`config.mk`:
```
export PLATFORM = sky130hd
export DESIGN_NAME = vref_sequencer
export DESIGN_NICKNAME = d
export VERILOG_FILES = /design/src/rtl/vseq_pkg.sv /design/src/rtl/vseq_target_sel.sv /design/src/rtl/vseq_tick_gen.sv /design/src/rtl/vseq_ramp_fsm.sv /design/src/rtl/vref_sequencer.sv
export SDC_FILE = /design/constraint.sdc
export NUM_CORES = 1
export LEC_CHECK = 0
export CAP_MARGIN = 10
export CORE_ASPECT_RATIO = 0.8
export CORE_MARGIN = 3
export CORE_UTILIZATION = 58
export CTS_CLUSTER_DIAMETER = 80
export DETAILED_ROUTE_END_ITERATION = 8
export DONT_BUFFER_PORTS = 1
export GPL_ROUTABILITY_DRIVEN = 1
export HOLD_SLACK_MARGIN = 0.08
export PLACE_DENSITY = 0.83
export RECOVER_POWER = 50
export REMOVE_ABC_BUFFERS = 1
export SLEW_MARGIN = 25
export SYNTH_ARGS = -nofsm -noshare
export SYNTH_HDL_FRONTEND = slang
export SYNTH_SLANG_ARGS = --single-unit
```
`constraint.sdc`:
```
create_clock -name clk -period 8.4 [get_ports clk]
set_input_delay 1.68 -clock clk [delete_from_list [all_inputs] [get_ports clk]]
set_output_delay 1.68 -clock clk [all_outputs]
set_load 0.005 [all_outputs]
```
`src/rtl/vseq_pkg.sv`:
```
package vseq_pkg;
  typedef enum logic [2:0] {
    SEQ_OFF  = 3'd0,
    SEQ_SOFT = 3'd1,
    SEQ_IDLE = 3'd2,
    SEQ_RISE = 3'd3,
    SEQ_FALL = 3'd4
  } seq_state_t;
endpackage

```
`src/rtl/vseq_target_sel.sv`:
```
module vseq_target_sel #(
  parameter int CODE_W = 7
) (
  input  logic              clk,
  input  logic              rst,
  input  logic              sel,
  input  logic [CODE_W-1:0] setpt0,
  input  logic [CODE_W-1:0] setpt1,
  output logic [CODE_W-1:0] target
);
  always_ff @(posedge clk) begin
    if (rst) target <= '0;
    else     target <= sel ? setpt1 : setpt0;
  end
endmodule

```
`src/rtl/vseq_tick_gen.sv`:
```
module vseq_tick_gen #(
  parameter int BASE_TICK = 16,
  parameter int SLEW_W    = 3
) (
  input  logic              clk,
  input  logic              rst,
  input  logic              run,
  input  logic [SLEW_W-1:0] rate,
  output logic              tick
);
  localparam int MAX_PER = BASE_TICK << ((1 << SLEW_W) - 1);
  localparam int CNT_W   = $clog2(MAX_PER + 1);

  logic [CNT_W-1:0] cnt_q;
  logic [CNT_W-1:0] period;

  assign period = CNT_W'(BASE_TICK) << rate;
  assign tick   = run && (cnt_q >= period - CNT_W'(1));

  always_ff @(posedge clk) begin
    if (rst || !run) cnt_q <= '0;
    else if (tick)   cnt_q <= '0;
    else             cnt_q <= cnt_q + CNT_W'(1);
  end

  // step counter stays inside the selected period
  assert_cnt_bound_R3: assert property (@(posedge clk) disable iff (rst)
    run |-> (cnt_q < period));
endmodule

```
`src/rtl/vseq_ramp_fsm.sv`:
```
module vseq_ramp_fsm
  import vseq_pkg::*;
#(
  parameter int CODE_W = 7
) (
  input  logic              clk,
  input  logic              rst,
  input  logic              en,
  input  logic [CODE_W-1:0] target,
  input  logic              tick,
  input  logic              at_target,
  output logic [CODE_W-1:0] code_q,
  output logic              run,
  output logic              in_soft,
  output logic              rise_q,
  output logic              fall_q,
  output logic              inh_q,
  output logic              done_q
);
  seq_state_t state_q;

  assign run     = (state_q == SEQ_SOFT) || (state_q == SEQ_RISE);
  assign in_soft = (state_q == SEQ_SOFT);

  always_ff @(posedge clk) begin
    if (rst || !en) begin
      state_q <= SEQ_OFF;
      code_q  <= '0;
      rise_q  <= 1'b0;
      fall_q  <= 1'b0;
      inh_q   <= 1'b0;
      done_q  <= 1'b0;
    end else begin
      case (state_q)
        SEQ_OFF: begin
          state_q <= SEQ_SOFT;
          code_q  <= '0;
          rise_q  <= 1'b1;
        end
        SEQ_SOFT, SEQ_RISE: begin
          if (code_q == target) begin
            state_q <= SEQ_IDLE;
            rise_q  <= 1'b0;
            done_q  <= 1'b1;
          end else if (code_q > target) begin
            state_q <= SEQ_FALL;
            code_q  <= target;
            rise_q  <= 1'b0;
            fall_q  <= 1'b1;
            inh_q   <= 1'b1;
            done_q  <= 1'b1;
          end else if (tick) begin
            code_q <= code_q + CODE_W'(1);
          end
        end
        SEQ_IDLE: begin
          if (target > code_q) begin
            state_q <= SEQ_RISE;
            rise_q  <= 1'b1;
          end else if (target < code_q) begin
            state_q <= SEQ_FALL;
            code_q  <= target;
            fall_q  <= 1'b1;
            inh_q   <= 1'b1;
          end
        end
        SEQ_FALL: begin
          if (target < code_q) begin
            code_q <= target;
          end else if (at_target) begin
            state_q <= SEQ_IDLE;
            fall_q  <= 1'b0;
            inh_q   <= 1'b0;
          end
        end
        default: state_q <= SEQ_OFF;
      endcase
    end
  end

  // while rising, the code only ever advances by one LSB
  assert_rise_step_R4: assert property (@(posedge clk) disable iff (rst)
    (rise_q && $past(rise_q) && (code_q != $past(code_q)))
      |-> (code_q == $past(code_q) + CODE_W'(1)));

  // rising and falling transitions never overlap
  assert_flags_excl_R5: assert property (@(posedge clk) disable iff (rst)
    $onehot0({rise_q, fall_q}));

  // enable low clears code and transition flags on the next edge
  assert_off_clear_R9: assert property (@(posedge clk) disable iff (rst)
    !en |=> (code_q == '0 && !rise_q && !fall_q && !inh_q && !done_q));

  // done flag is sticky while enabled
  assert_done_hold_R7: assert property (@(posedge clk) disable iff (rst)
    (done_q && en) |=> done_q);
endmodule

```
`src/rtl/vref_sequencer.sv`:
```
module vref_sequencer #(
  parameter int CODE_W    = 7,
  parameter int SLEW_W    = 3,
  parameter int BASE_TICK = 16,
  parameter int SS_SLEW   = 6
) (
  input  logic              clk,
  input  logic              rst,
  input  logic              en,
  input  logic              sel,
  input  logic [CODE_W-1:0] setpt0,
  input  logic [CODE_W-1:0] setpt1,
  input  logic [SLEW_W-1:0] slew,
  input  logic              at_target,
  output logic [CODE_W-1:0] code_out,
  output logic              sw_inhibit,
  output logic              rising_flag,
  output logic              falling_flag,
  output logic              ss_done
);
  logic [CODE_W-1:0] target;
  logic [SLEW_W-1:0] rate;
  logic              tick;
  logic              run;
  logic              in_soft;

  vseq_target_sel #(.CODE_W(CODE_W)) u_tsel (
    .clk(clk), .rst(rst), .sel(sel),
    .setpt0(setpt0), .setpt1(setpt1), .target(target)
  );

  assign rate = in_soft ? SLEW_W'(SS_SLEW) : slew;

  vseq_tick_gen #(.BASE_TICK(BASE_TICK), .SLEW_W(SLEW_W)) u_tick (
    .clk(clk), .rst(rst), .run(run), .rate(rate), .tick(tick)
  );

  vseq_ramp_fsm #(.CODE_W(CODE_W)) u_fsm (
    .clk(clk), .rst(rst), .en(en), .target(target), .tick(tick),
    .at_target(at_target), .code_q(code_out), .run(run), .in_soft(in_soft),
    .rise_q(rising_flag), .fall_q(falling_flag), .inh_q(sw_inhibit),
    .done_q(ss_done)
  );
endmodule

```
=== Word-level counts from Yosys, hierarchy flattened ===
Index checks and enable logic that the tools add are counted.

* Register bits after elaboration: 32
* Word-level logic and storage cells: 75
* Input port bits: 22

* Shift-type cells: 1
* $add $sub $neg: 3
* Muxes and demuxes: 27
* $lt $le $gt $ge: 4
* Reductions and logical operators: 18
* Eq/ne operators: 15

{| class="wikitable"
|+ Operators by type and width
! operator !! count
|-
| 2-to-1 mux 7 bit || 6
|-
| case mux 7 bit (4 select lines) || 1
|-
| 2-to-1 mux 3 bit || 7
|-
| > comparator 7 bit || 2
|-
| adder 12 x 1 -> 12 bit (second input constant) || 1
|-
| greater-or-equal comparator 12 bit || 1
|-
| case mux 3 bit (4 select lines) || 1
|-
| left shift 5 x 3 -> 12 bit (first input constant) || 1
|-
| subtractor 12 x 1 -> 12 bit (second input constant) || 1
|-
| 2-to-1 mux 1 bit || 10
|-
| != test 2 bit (second input constant) || 4
|-
| AND reduction 4 bit || 2
|-
| adder 7 x 1 -> 7 bit (second input constant) || 1
|-
| == test 7 bit || 1
|-
| < comparator 7 bit || 1
|-
| AND reduction 7 bit || 1
|-
| == test 3 x 2 -> 1 bit (second input constant) || 2
|-
| != test 2 x 1 -> 1 bit (second input constant) || 3
|-
| != test 3 x 1 -> 1 bit (second input constant) || 2
|-
| case mux 1 bit (3 select lines) || 2
|-
| nonzero test 3 bit || 2
|-
| nonzero test 4 bit || 1
|-
| OR reduction 2 bit || 2
|-
| == test 3 x 1 -> 1 bit (second input constant) || 1
|-
| other kinds (9) || 12
|}

=== Depth between registers and ports, before layout ===
Gate-level depths: netlist of the first run.

* Word-level depth: 10
* Depth in mapped cells: 16
* Gate-level depth less buffers: 15

=== Modules after synthesis ===
A second synthesis of the first run with hierarchy kept.

* Cells, all modules: 249
* Area total of the unflattened synthesis: 2,123.3 um^2

{| class="wikitable"
|+ Modules (own cells, without submodules)
! module !! area each (um^2) !! cells an instance !! times used
|-
| vseq_ramp_fsm || 1,136.1 || 138 || 1
|-
| vseq_tick_gen || 720.7 || 86 || 1
|-
| vseq_target_sel || 247.7 || 22 || 1
|-
| vref_sequencer || 18.8 || 3 || 1
|}

=== Worst setup path before layout of the first run ===
Ideal clock, no wire load.

* Path type: input to register
* Start: input slew[0]
* End: register u_fsm.code_q[3]
* Cell stages on the path: 14
* Arrival: 4.092 ns
* Path slack: 4.174 ns
* Data required time: 8.266 ns
* Setup time: 0.134 ns
* Path through: or2_2 or3_1 ha_1 nand3_1 o21ai_0 a31oi_1 ha_1 o21ai_1 o22ai_1 o32ai_2 o32a_4 buf_6 o21ai_1 a21oi_1

* Word-level cells in the longest chain between the ends: 7

{| class="wikitable"
|+ Ends and longest elaborated chain
! element !! line !! source
|-
| from (decl) || vref_sequencer.sv:13 || <nowiki>input logic [SLEW_W-1:0] slew,</nowiki>
|-
| 2-to-1 mux 3 bit || vref_sequencer.sv:32 || <nowiki>assign rate = in_soft ? SLEW_W'(SS_SLEW) : slew;</nowiki>
|-
| left shift 5 x 3 -> 12 bit || vseq_tick_gen.sv:17 || <nowiki>assign period = CNT_W'(BASE_TICK) << rate;</nowiki>
|-
| subtractor 12 x 1 -> 12 bit || vseq_tick_gen.sv:18 || <nowiki>assign tick = run && (cnt_q >= period - CNT_W'(1));</nowiki>
|-
| greater-or-equal comparator 12 bit || vseq_tick_gen.sv:18 ||
|-
| logical AND 1 bit || vseq_tick_gen.sv:18 ||
|-
| != test 3 x 2 -> 1 bit (no line) || - ||
|-
| AND reduction 4 bit (no line) || - ||
|-
| to (signal assigned) || vseq_ramp_fsm.sv:47 || <nowiki>code_q <= target;</nowiki>
|-
| to (signal assigned) || vseq_ramp_fsm.sv:53 || <nowiki>code_q <= code_q + CODE_W'(1);</nowiki>
|-
| to (signal assigned) || vseq_ramp_fsm.sv:62 || <nowiki>code_q <= target;</nowiki>
|-
| to (decl) || vseq_ramp_fsm.sv:12 || <nowiki>output logic [CODE_W-1:0] code_q,</nowiki>
|}

No other way between the ends.
A chain may end at the register's enable or synchronous reset.

=== Worst setup path after layout of the first run ===
* Start: input slew[0]
* End: register u_fsm.code_q[5]

The elaborated chain is that of the path after synthesis.

==> results of run 1 <==
final timing paths:
kind                           to  slack, ns  cells after the start
setup / recovery  u_fsm.code_q[5]       4.19                     13
hold / removal    u_tick.cnt_q[0]       0.44                      1
setup reg to reg  u_fsm.code_q[5]       4.97                     15
hold reg to reg   u_tick.cnt_q[0]       0.44                      1
cells in the mapped netlist, types with 2 or more instances:
cell / instances
nand2b_1: 4
a21oi_2: 4
mux2i_1: 8
nor3b_1: 2
o21ai_1: 6
nor2_1: 37
o21a_1: 2
nand4_1: 4
xor2_1: 7
o22ai_1: 2
o21ai_0: 6
nand2_1: 6
and3_1: 6
o21ai_2: 2
nand3b_1: 4
a211oi_1: 9
clkbuf_1: 6
inv_1: 11
dfxtp_1: 32
xnor2_1: 7
a21oi_1: 13
a21o_1: 2
o21bai_1: 2
nand3_1: 7
ha_1: 18
or2_1: 2
or2_2: 2
and2_1: 2
buf_4: 2
worst max-delay path, stage by stage:
cell and delay (ns):
or2_2 0.29, or3_1 0.35, ha_1 0.26, nand3_1 0.09, o21ai_0 0.07, a31oi_1 0.20, ha_1 0.22, o21ai_1 0.11
o22ai_1 0.16, o32ai_2 0.12, o32a_4 0.46, a211oi_1 0.26, a211oi_1 0.08
flip-flops by register name (all words and copies together) (netlist names):
register	cells
u_fsm.state_q	3
u_tsel.target	7
u_fsm.code_q	7
u_fsm.rise_q	1
u_fsm.inh_q	1
u_fsm.done_q	1
u_tick.cnt_q	12
metal layers:
metal,vias up,global-route usage (%)
met5,-,0
met4,0,8.85
met3,8,6.66
met2,59,32.1
met1,739,28.3
li1,820,-
per-stage QoR:
stage,setup slack (ns),hold WS (ns)
after CTS,4.27,0.443
after floorplan,4.21,0.413
after detailed placement,3.97,0.436
final,4.19,0.438
after global placement,4.09,0.427
after global routing,4.03,0.474
cell families after synthesis:
family	count (synthesis)	synth area share (%)
other	1	0.187
multiplexers	8	4.00
flip-flops	32	32.0
adder cells (fa/ha/maj)	18	11.2
AND/OR/NAND/NOR	82	20.8
XOR/XNOR	14	6.12
AO/OA/AOI/OAI	58	20.9
buffers and inverters	21	4.74
power groups by stage:
stage | clock (W) | combinational (W) | sequential (W)
5_1_grt | 0.000158 | 0.0000761 | 0.000165
6_report | 0.000148 | 0.0000665 | 0.000164
2_1_floorplan | 0 | 0.0000549 | 0.000165
4_1_cts | 0.000151 | 0.0000668 | 0.000164
3_5_place_dp | 0 | 0.0000662 | 0.000167
3_3_place_gp | 0 | 0.0000647 | 0.000167
layout make-up:
class	instances	area, sq um	area share (%)
clock inverter	3	42.5	2.02
clock buffer	5	68.8	3.26
tap	40	50.0	2.37
sequential	32	641	30.4
multi-input combinational	181	1260	60.0
inverter	11	41.3	1.96
==> impl_metrics.json, run 1 <==
{
  "ys_top_cells_by_area": "dfxtp_1 32%, ha_1 11%, nor2_1 6.9%, mux2i_1 4.0%, a211oi_1 3.4%",
  "clock_power_share_pct": 39.0,
  "wl_met3_um": 349,
  "seq_area_frac_synth_pct": 32.0,
  "crit_type": "in -> reg",
  "synth-async-reset-ratio_pct": 0,
  "htreeDepth": 2,
  "mostFrequentLayoutCell": "nor2_1",
  "design_power_total_w": 0.000378,
  "syn_area_sq_um": 2000,
  "grt_pass1_wl_um": 6940,
  "syn_inst": 234,
  "cp-end-kind": "flop",
  "cts_tree": "done",
  "drv_slew": 0,
  "leakagePower_nw": 0.820,
  "fin_worst_skew_ns": 0.00609,
  "place_congestion": 0.815,
  "ant_nets": 0,
  "area_growth_pct": 5.18,
  "p_comb_share_pct": 17.6,
  "hold_viol": 0,
  "maxSlewHeadroom_pct": 56.8,
  "cp.arrival_ns": 4.37,
  "die_h_um": 58.6,
  "overflow": 0,
  "synth_cell_types": 48,
  "critPathLaunch": "slew[0]",
  "diodes": 0,
  "cap_violations": 0,
  "synth_top_area_share_pct": 32.0,
  "final.fill_count": 278,
  "worstHoldStart": "u_tick.cnt_q[0]",
  "avgViaCountPerCell": 5.98,
  "finish.utilization_pct": 65.9,
  "initial_core_util_pct": 62.7,
  "cts.sinks": 32,
  "routed.top_layer": "met4",
  "synth.avg_cell_area_sq_um": 8.57,
  "drive_above_1_share_pct": 9.91,
  "wl_per_cell_um": 14.5,
  "tightest_slew_ns": 0.644,
  "worstHoldPathType": "reg -> reg",
  "drt-met1-wl_um": 1860,
  "placementRows": 18,
  "clk_latency_ns": 0.29,
  "synthFlopType": "dfxtp_1",
  "ctsResizeCount": 0,
  "nets": 271,
  "cts_setup_buffers": 0,
  "final_cell_mix": "37 x nor2_1, 32 x dfxtp_1, 18 x ha_1",
  "fin_tns_setup_ns": 0,
  "synth_largest_area_cell": "dfxtp_1",
  "final-setup-viol-count": 0,
  "switching_share_pct": 28.1,
  "synth_edf_count": 0,
  "hpwl_um": 2970,
  "status": "finished, final reports clean",
  "holdBufCountCts": 0,
  "cp_max_fo": 13,
  "fin_cells": 272,
  "wl_um": 3950,
  "p_seq_share_pct": 43.4,
  "wl_met2_um": 1690,
  "peakVddDrop_mv": 0.113,
  "fin_crit_sh_pct": 50.1,
  "internal_power_w": 0.000272,
  "dr.pass1.iters": 4,
  "io_pins": 33,
  "clock-root-buffer": "clkbuf_8",
  "max_freq_ghz": 0.237,
  "place_area_sq_um": 2000,
  "clk_path_buf_depth": 2,
  "p_switching_w": 0.000106,
  "cts_inserted_buffers": 5,
  "grt_antenna_before_repair": 0,
  "drcViolationCount": 0,
  "die_w_um": 71.7,
  "yosys_warnings": 0,
  "path_clk_slew_ns": 0.07,
  "die_area_sq_um": 4200,
  "port_buffers": 0,
  "regToRegStartpoint": "u_fsm.state_q[2]",
  "postLayoutCellArea_sq_um": 2110,
  "grt_use_total_pct": 21.3,
  "required_ns": 8.56,
  "first_global_vias": 1522,
  "power_density_nw_per_um2": 179,
  "core_sq_um": 3200,
  "vias": 1626,
  "startpoint_type": "input port",
  "drt_iter0_drc": 115,
  "grt_max_degree": 14,
  "dp.cells": 264,
  "rsz0062_at_grt": "no",
  "synth_seq_cells": 32,
  "post-route-min-period_ns": 4.21
}
Power figures use the tool's default switching activity.
==> run 2, diff against run 1 <==
ABC_AREA = 1   (was unset)
clock period = 3.9 ns   (was 8.4 ns; I/O delays follow)
==> impl_metrics.json, run 2 <==
{
  "clock-root-buffer": "clkbuf_8",
  "p_seq_share_pct": 40.8,
  "r2r_slack_ns": 0.84,
  "ant_nets": 0,
  "final.fill_count": 314,
  "cp.arrival_ns": 3.27,
  "synth.avg_cell_area_sq_um": 6.41,
  "design_power_total_w": 0.000890,
  "fin_tns_setup_ns": 0,
  "nets": 381,
  "drcViolationCount": 0,
  "clk_path_buf_depth": 2,
  "p_switching_w": 0.000285,
  "diodes": 0,
  "synth_seq_cells": 32,
  "first_global_vias": 1831,
  "required_ns": 4.11,
  "peakVddDrop_mv": 0.271,
  "cp-endpoint": "u_tick.cnt_q[4]",
  "r2r_end": "u_tick.cnt_q[4]",
  "startpoint_type": "flop",
  "yosys_warnings": 0,
  "cts_inserted_buffers": 5,
  "drv_slew": 0,
  "die_h_um": 60.7,
  "drt_iter0_drc": 118,
  "post-route-min-period_ns": 3.06,
  "io_pins": 33,
  "critPathLaunch": "u_fsm.state_q[0]",
  "switching_share_pct": 32.1,
  "path_clk_slew_ns": 0.07,
  "grt_max_degree": 14,
  "cp_max_fo": 12,
  "synth_cell_types": 32,
  "regMostFlops": "u_tick.cnt_q",
  "synth-async-reset-ratio_pct": 0,
  "seq_area_frac_synth_pct": 29.6,
  "top_regs": "u_tick.cnt_q x12, u_fsm.code_q x7, u_tsel.target x7",
  "rr_worst_depth": 19,
  "ys_top_cells_by_area": "dfxtp_1 30%, nand2_1 18%, nor2_1 11%, ha_1 10%, inv_1 7.3%",
  "postLayoutCellArea_sq_um": 2290,
  "port_buffers": 0,
  "synth_common_cells": "102 x nand2_1, 61 x nor2_1, 42 x inv_1",
  "cap_violations": 0,
  "synth_edf_count": 0,
  "synthFlopType": "dfxtp_1",
  "largest_reg_flops": 12,
  "core_sq_um": 3520,
  "synth_largest_area_cell": "dfxtp_1",
  "p_comb_share_pct": 23.4,
  "synth_most_common_cell": "nand2_1",
  "htreeDepth": 2,
  "worstHoldStart": "u_tick.cnt_q[0]",
  "worstHoldPathType": "reg -> reg",
  "place_area_sq_um": 2190,
  "drive_above_1_share_pct": 6.73,
  "mostFrequentLayoutCell": "nand2_1",
  "dr.pass1.iters": 4,
  "place_congestion": 0.910,
  "max_freq_ghz": 0.326,
  "holdBufCountCts": 0,
  "clk_latency_ns": 0.29,
  "wl_um": 4600,
  "area_growth_pct": 5.60,
  "wl_per_cell_um": 12.0,
  "cts_setup_buffers": 0,
  "hpwl_um": 3480,
  "placementRows": 19,
  "cts_tree": "done",
  "crit_type": "reg -> reg",
  "power_density_nw_per_um2": 389,
  "syn_area_sq_um": 2170,
  "clock_power_share_pct": 35.8,
  "regToRegStartpoint": "u_fsm.state_q[0]",
  "die_w_um": 74.3,
  "grt_antenna_before_repair": 0,
  "fin_worst_skew_ns": 0.00452,
  "overflow": 0,
  "hold_viol": 0,
  "grt_pass1_wl_um": 7890,
  "vias": 2005,
  "ctsResizeCount": 0,
  "final-setup-viol-count": 0,
  "grt_use_total_pct": 22.9,
  "leakagePower_nw": 1.15,
  "final_cell_mix": "104 x nand2_1, 61 x nor2_1, 42 x inv_1",
  "synth_top_area_share_pct": 29.6,
  "fin_crit_sh_pct": 78.5,
  "rsz0062_at_grt": "no",
  "syn_inst": 338,
  "internal_power_w": 0.000604,
  "avgViaCountPerCell": 5.22,
  "cp-end-kind": "flop",
  "initial_core_util_pct": 61.6,
  "die_area_sq_um": 4510,
  "cts.sinks": 32,
  "status": "finished, final reports clean"
}
-- run 2: how the worst min path moves through the flow --
stage          slack, ns               to  cells after the start
6_report            0.47  u_tick.cnt_q[0]                      1
5_1_grt             0.49  u_tick.cnt_q[0]                      1
4_1_cts             0.48  u_tick.cnt_q[0]                      1
3_5_place_dp        0.46  u_tick.cnt_q[0]                      1
3_3_place_gp        0.44  u_tick.cnt_q[0]                      1
2_1_floorplan       0.42  u_tick.cnt_q[0]                      1
-- run 2: kinds of logic after synthesis --
family / share of synthesized area [%]
other: 0.173
buffers and inverters: 9.12
flip-flops: 29.6
AO/OA/AOI/OAI: 8.72
XOR/XNOR: 2.83
AND/OR/NAND/NOR: 39.2
adder cells (fa/ha/maj): 10.4
-- run 2: power by group through the flow --
stage / clock network (W) / registers (W) / logic (W)
global route: 0.000347 / 0.000365 / 0.000242
global placement: 0 / 0.000370 / 0.000204
floorplan: 0 / 0.000365 / 0.000175
detailed placement: 0 / 0.000370 / 0.000209
finish: 0.000318 / 0.000363 / 0.000208
CTS: 0.000324 / 0.000363 / 0.000212
-- run 2: layout make-up --
type | count | area [sq um] | area share [%]
Tap cell | 42 | 52.6 | 2.30
Clock inverter | 2 | 35.0 | 1.53
Multi-Input combinational cell | 257 | 1320 | 57.6
Inverter | 45 | 169 | 7.38
Clock buffer | 6 | 72.6 | 3.17
Sequential cell | 32 | 641 | 28.0
-- run 2: worst max-delay path, stage by stage, from the launching register on --
cell	delay, ns
dfxtp_1	0.37
inv_1	0.09
nor2_4	0.19
nand2_1	0.13
nand2_1	0.11
nor2_1	0.05
inv_1	0.06
nor2_1	0.05
inv_1	0.05
ha_1	0.16
o221ai_1	0.14
xor2_1	0.17
ha_1	0.30
nand2_1	0.08
a21oi_1	0.05
nor2_1	0.12
nand2_1	0.08
nor2_1	0.15
nand3_1	0.35
nor3b_1	0.29
-- run 2: through the flow --
stage	std cells	setup slack [ns]	hold WS (ns)	util (%)
3_3_place_gp	376	0.872	0.440	62.3
6_report	384	0.837	0.474	65.0
4_1_cts	384	0.833	0.476	65.3
3_5_place_dp	376	0.729	0.462	62.3
2_1_floorplan	334	1.09	0.418	-
5_1_grt	384	0.500	0.488	65.0
-- run 2: layer usage --
metal	GRT usage [%]	vias to the layer above	part of all wire [%]
met4	6.35	0	1.1
met3	7.62	6	5.4
met5	0	-	0
li1	-	1062	-
met1	29.4	888	48
met2	37.0	49	45
==> run 3, diff against run 2 <==
ABC_AREA = 0   (was 1)
CORE_UTILIZATION = 57   (was 58)
PLACE_DENSITY = 0.84   (was 0.83)
clock period = 2.6 ns   (was 3.9 ns; I/O delays follow)
==> impl_metrics.json, run 3 (same netlist as run 1, synthesis figures left out) <==
{
  "hpwl_um": 3020,
  "core_sq_um": 3220,
  "first_global_vias": 1659,
  "required_ns": 2.77,
  "overflow": 0,
  "grt_antenna_before_repair": 0,
  "hold_viol": 0,
  "fin_crit_sh_pct": 115,
  "die_w_um": 72.3,
  "die_h_um": 59.0,
  "violations": "setup timing",
  "worst_slack_ns": -0.396,
  "post-route-min-period_ns": 3.00,
  "grt_pass1_wl_um": 7940,
  "top_regs": "u_tick.cnt_q x12, u_fsm.code_q x7, u_tsel.target x7",
  "cts.sinks": 32,
  "port_buffers": 0,
  "place_congestion": 0.852,
  "path_cells": "nand2b_4 -> nor2_4 -> or3_4 -> ha_4 -> nand3b_1 -> o21ai_1 -> a31oi_1 -> ha_2 -> o21ai_4 -> a21oi_4 -> o32ai_4 -> o32a_4 -> mux2i_1 -> nor2_1",
  "drive_above_1_share_pct": 26.9,
  "cp_max_fo": 7,
  "clock-root-buffer": "clkbuf_8",
  "design_power_total_w": 0.00135,
  "cts_tree": "done",
  "drv_slew": 0,
  "peakVddDrop_mv": 0.458,
  "die_area_sq_um": 4270,
  "dp_slack_ns": -0.683,
  "drt_iter0_drc": 140,
  "path_clk_slew_ns": 0.07,
  "clk_path_buf_depth": 2,
  "status": "finished, violations left",
  "grt_use_total_pct": 25.0,
  "critPathSlowestCell": "or3_4",
  "diodes": 0,
  "vias": 1832,
  "dr.pass1.iters": 4,
  "max_freq_ghz": 0.334,
  "htreeDepth": 2,
  "io_pins": 33,
  "power_density_nw_per_um2": 551,
  "cap_violations": 0,
  "fin_worst_skew_ns": 0.0109,
  "cts_inserted_buffers": 5,
  "cp.arrival_ns": 3.16,
  "avgViaCountPerCell": 6.34,
  "area_growth_pct": 21.8,
  "worstHoldPathType": "in -> reg",
  "final_cell_mix": "31 x dfxtp_1, 29 x nor2_1, 16 x ha_1",
  "nets": 288,
  "hold_ws_ns": 0.280,
  "regMostFlops": "u_tick.cnt_q",
  "wl_per_cell_um": 18.3,
  "ant_nets": 0,
  "holdBufCountCts": 0,
  "place_area_sq_um": 2080,
  "maxSlewHeadroom_pct": 53.7,
  "rsz0062_at_grt": "yes",
  "largest_reg_flops": 12,
  "finish.utilization_pct": 75.8,
  "placementRows": 18,
  "crit_path_max_incr_delay_ns": 0.38,
  "tightest_slew_ns": 0.694,
  "mostFrequentLayoutCell": "dfxtp_1",
  "leakagePower_nw": 0.935,
  "postLayoutCellArea_sq_um": 2440,
  "grt_max_degree": 14,
  "initial_core_util_pct": 62.2,
  "clk_latency_ns": 0.31,
  "final-setup-viol-count": 19,
  "wl_um": 5290,
  "startpoint_type": "flop",
  "crit_type": "reg -> reg",
  "cp-end-kind": "flop",
  "drcViolationCount": 0
}
## run 3: timing repair
action | in CTS | in global routing
cloned | 1 | 0
gates resized for setup | 19 | 26
setup buffers | 4 | 3
pin swaps | 17 | 10
setup endpoints to repair | 19 | 19
## run 3: power breakdown
part | leakage [nW] | switching [W] | internal (W)
registers | 0.261 | 0.0000171 | 0.000509
logic | 0.620 | 0.000181 | 0.000143
clock network | 0.0541 | 0.000213 | 0.000283
## run 3: through the flow
stage,TNS (ns),instances
after floorplan,-5.17,224
after global routing,-8.47,289
after CTS,-4.90,287
final,-6.21,289
after global placement,-7.84,274
after detailed placement,-10.21,274
## run 3: area by class of cell
type | count | area [sq um]
clock buffers | 5 | 68.8
repair buffers | 16 | 139
flip-flops and latches | 32 | 642
inverters | 11 | 41.3
fillers | 219 | 778
clock inverters | 3 | 42.5
multi-input cells | 182 | 1460
well taps | 40 | 50.0
## run 3: per-layer routing
layer | share of wire, % | vias to the layer above | routed length, um | track usage [%]
met2 | 46 | 84 | 2440 | 38.3
met3 | 7.7 | 22 | 405 | 8.47
met5 | 0 | - | 0 | 0
li1 | - | 860 | - | -
met4 | 3.4 | 0 | 179 | 11.3
met1 | 43 | 866 | 2260 | 32.0
## run 3: path summary, 6_finish.rpt
check	cells after the start	start	slack, ns	to
worst max-delay path	14	u_fsm.state_q[2]	-0.40	u_fsm.code_q[0]
worst min-delay path	1	rst	0.28	u_tsel.target[1]
worst max register to register	14	u_fsm.state_q[2]	-0.40	u_fsm.code_q[0]
worst min register to register	1	u_tick.cnt_q[0]	0.44	u_tick.cnt_q[0]
## run 3: worst max-delay path: cells and delay by family (launching register included)
family | cells | cell delay (ns)
AOI/OAI and AO/OA | 6 | 1.12
and+or+nand+nor | 5 | 0.69
adders and majority gates | 2 | 0.51
DFF | 1 | 0.33
muxes | 1 | 0.19
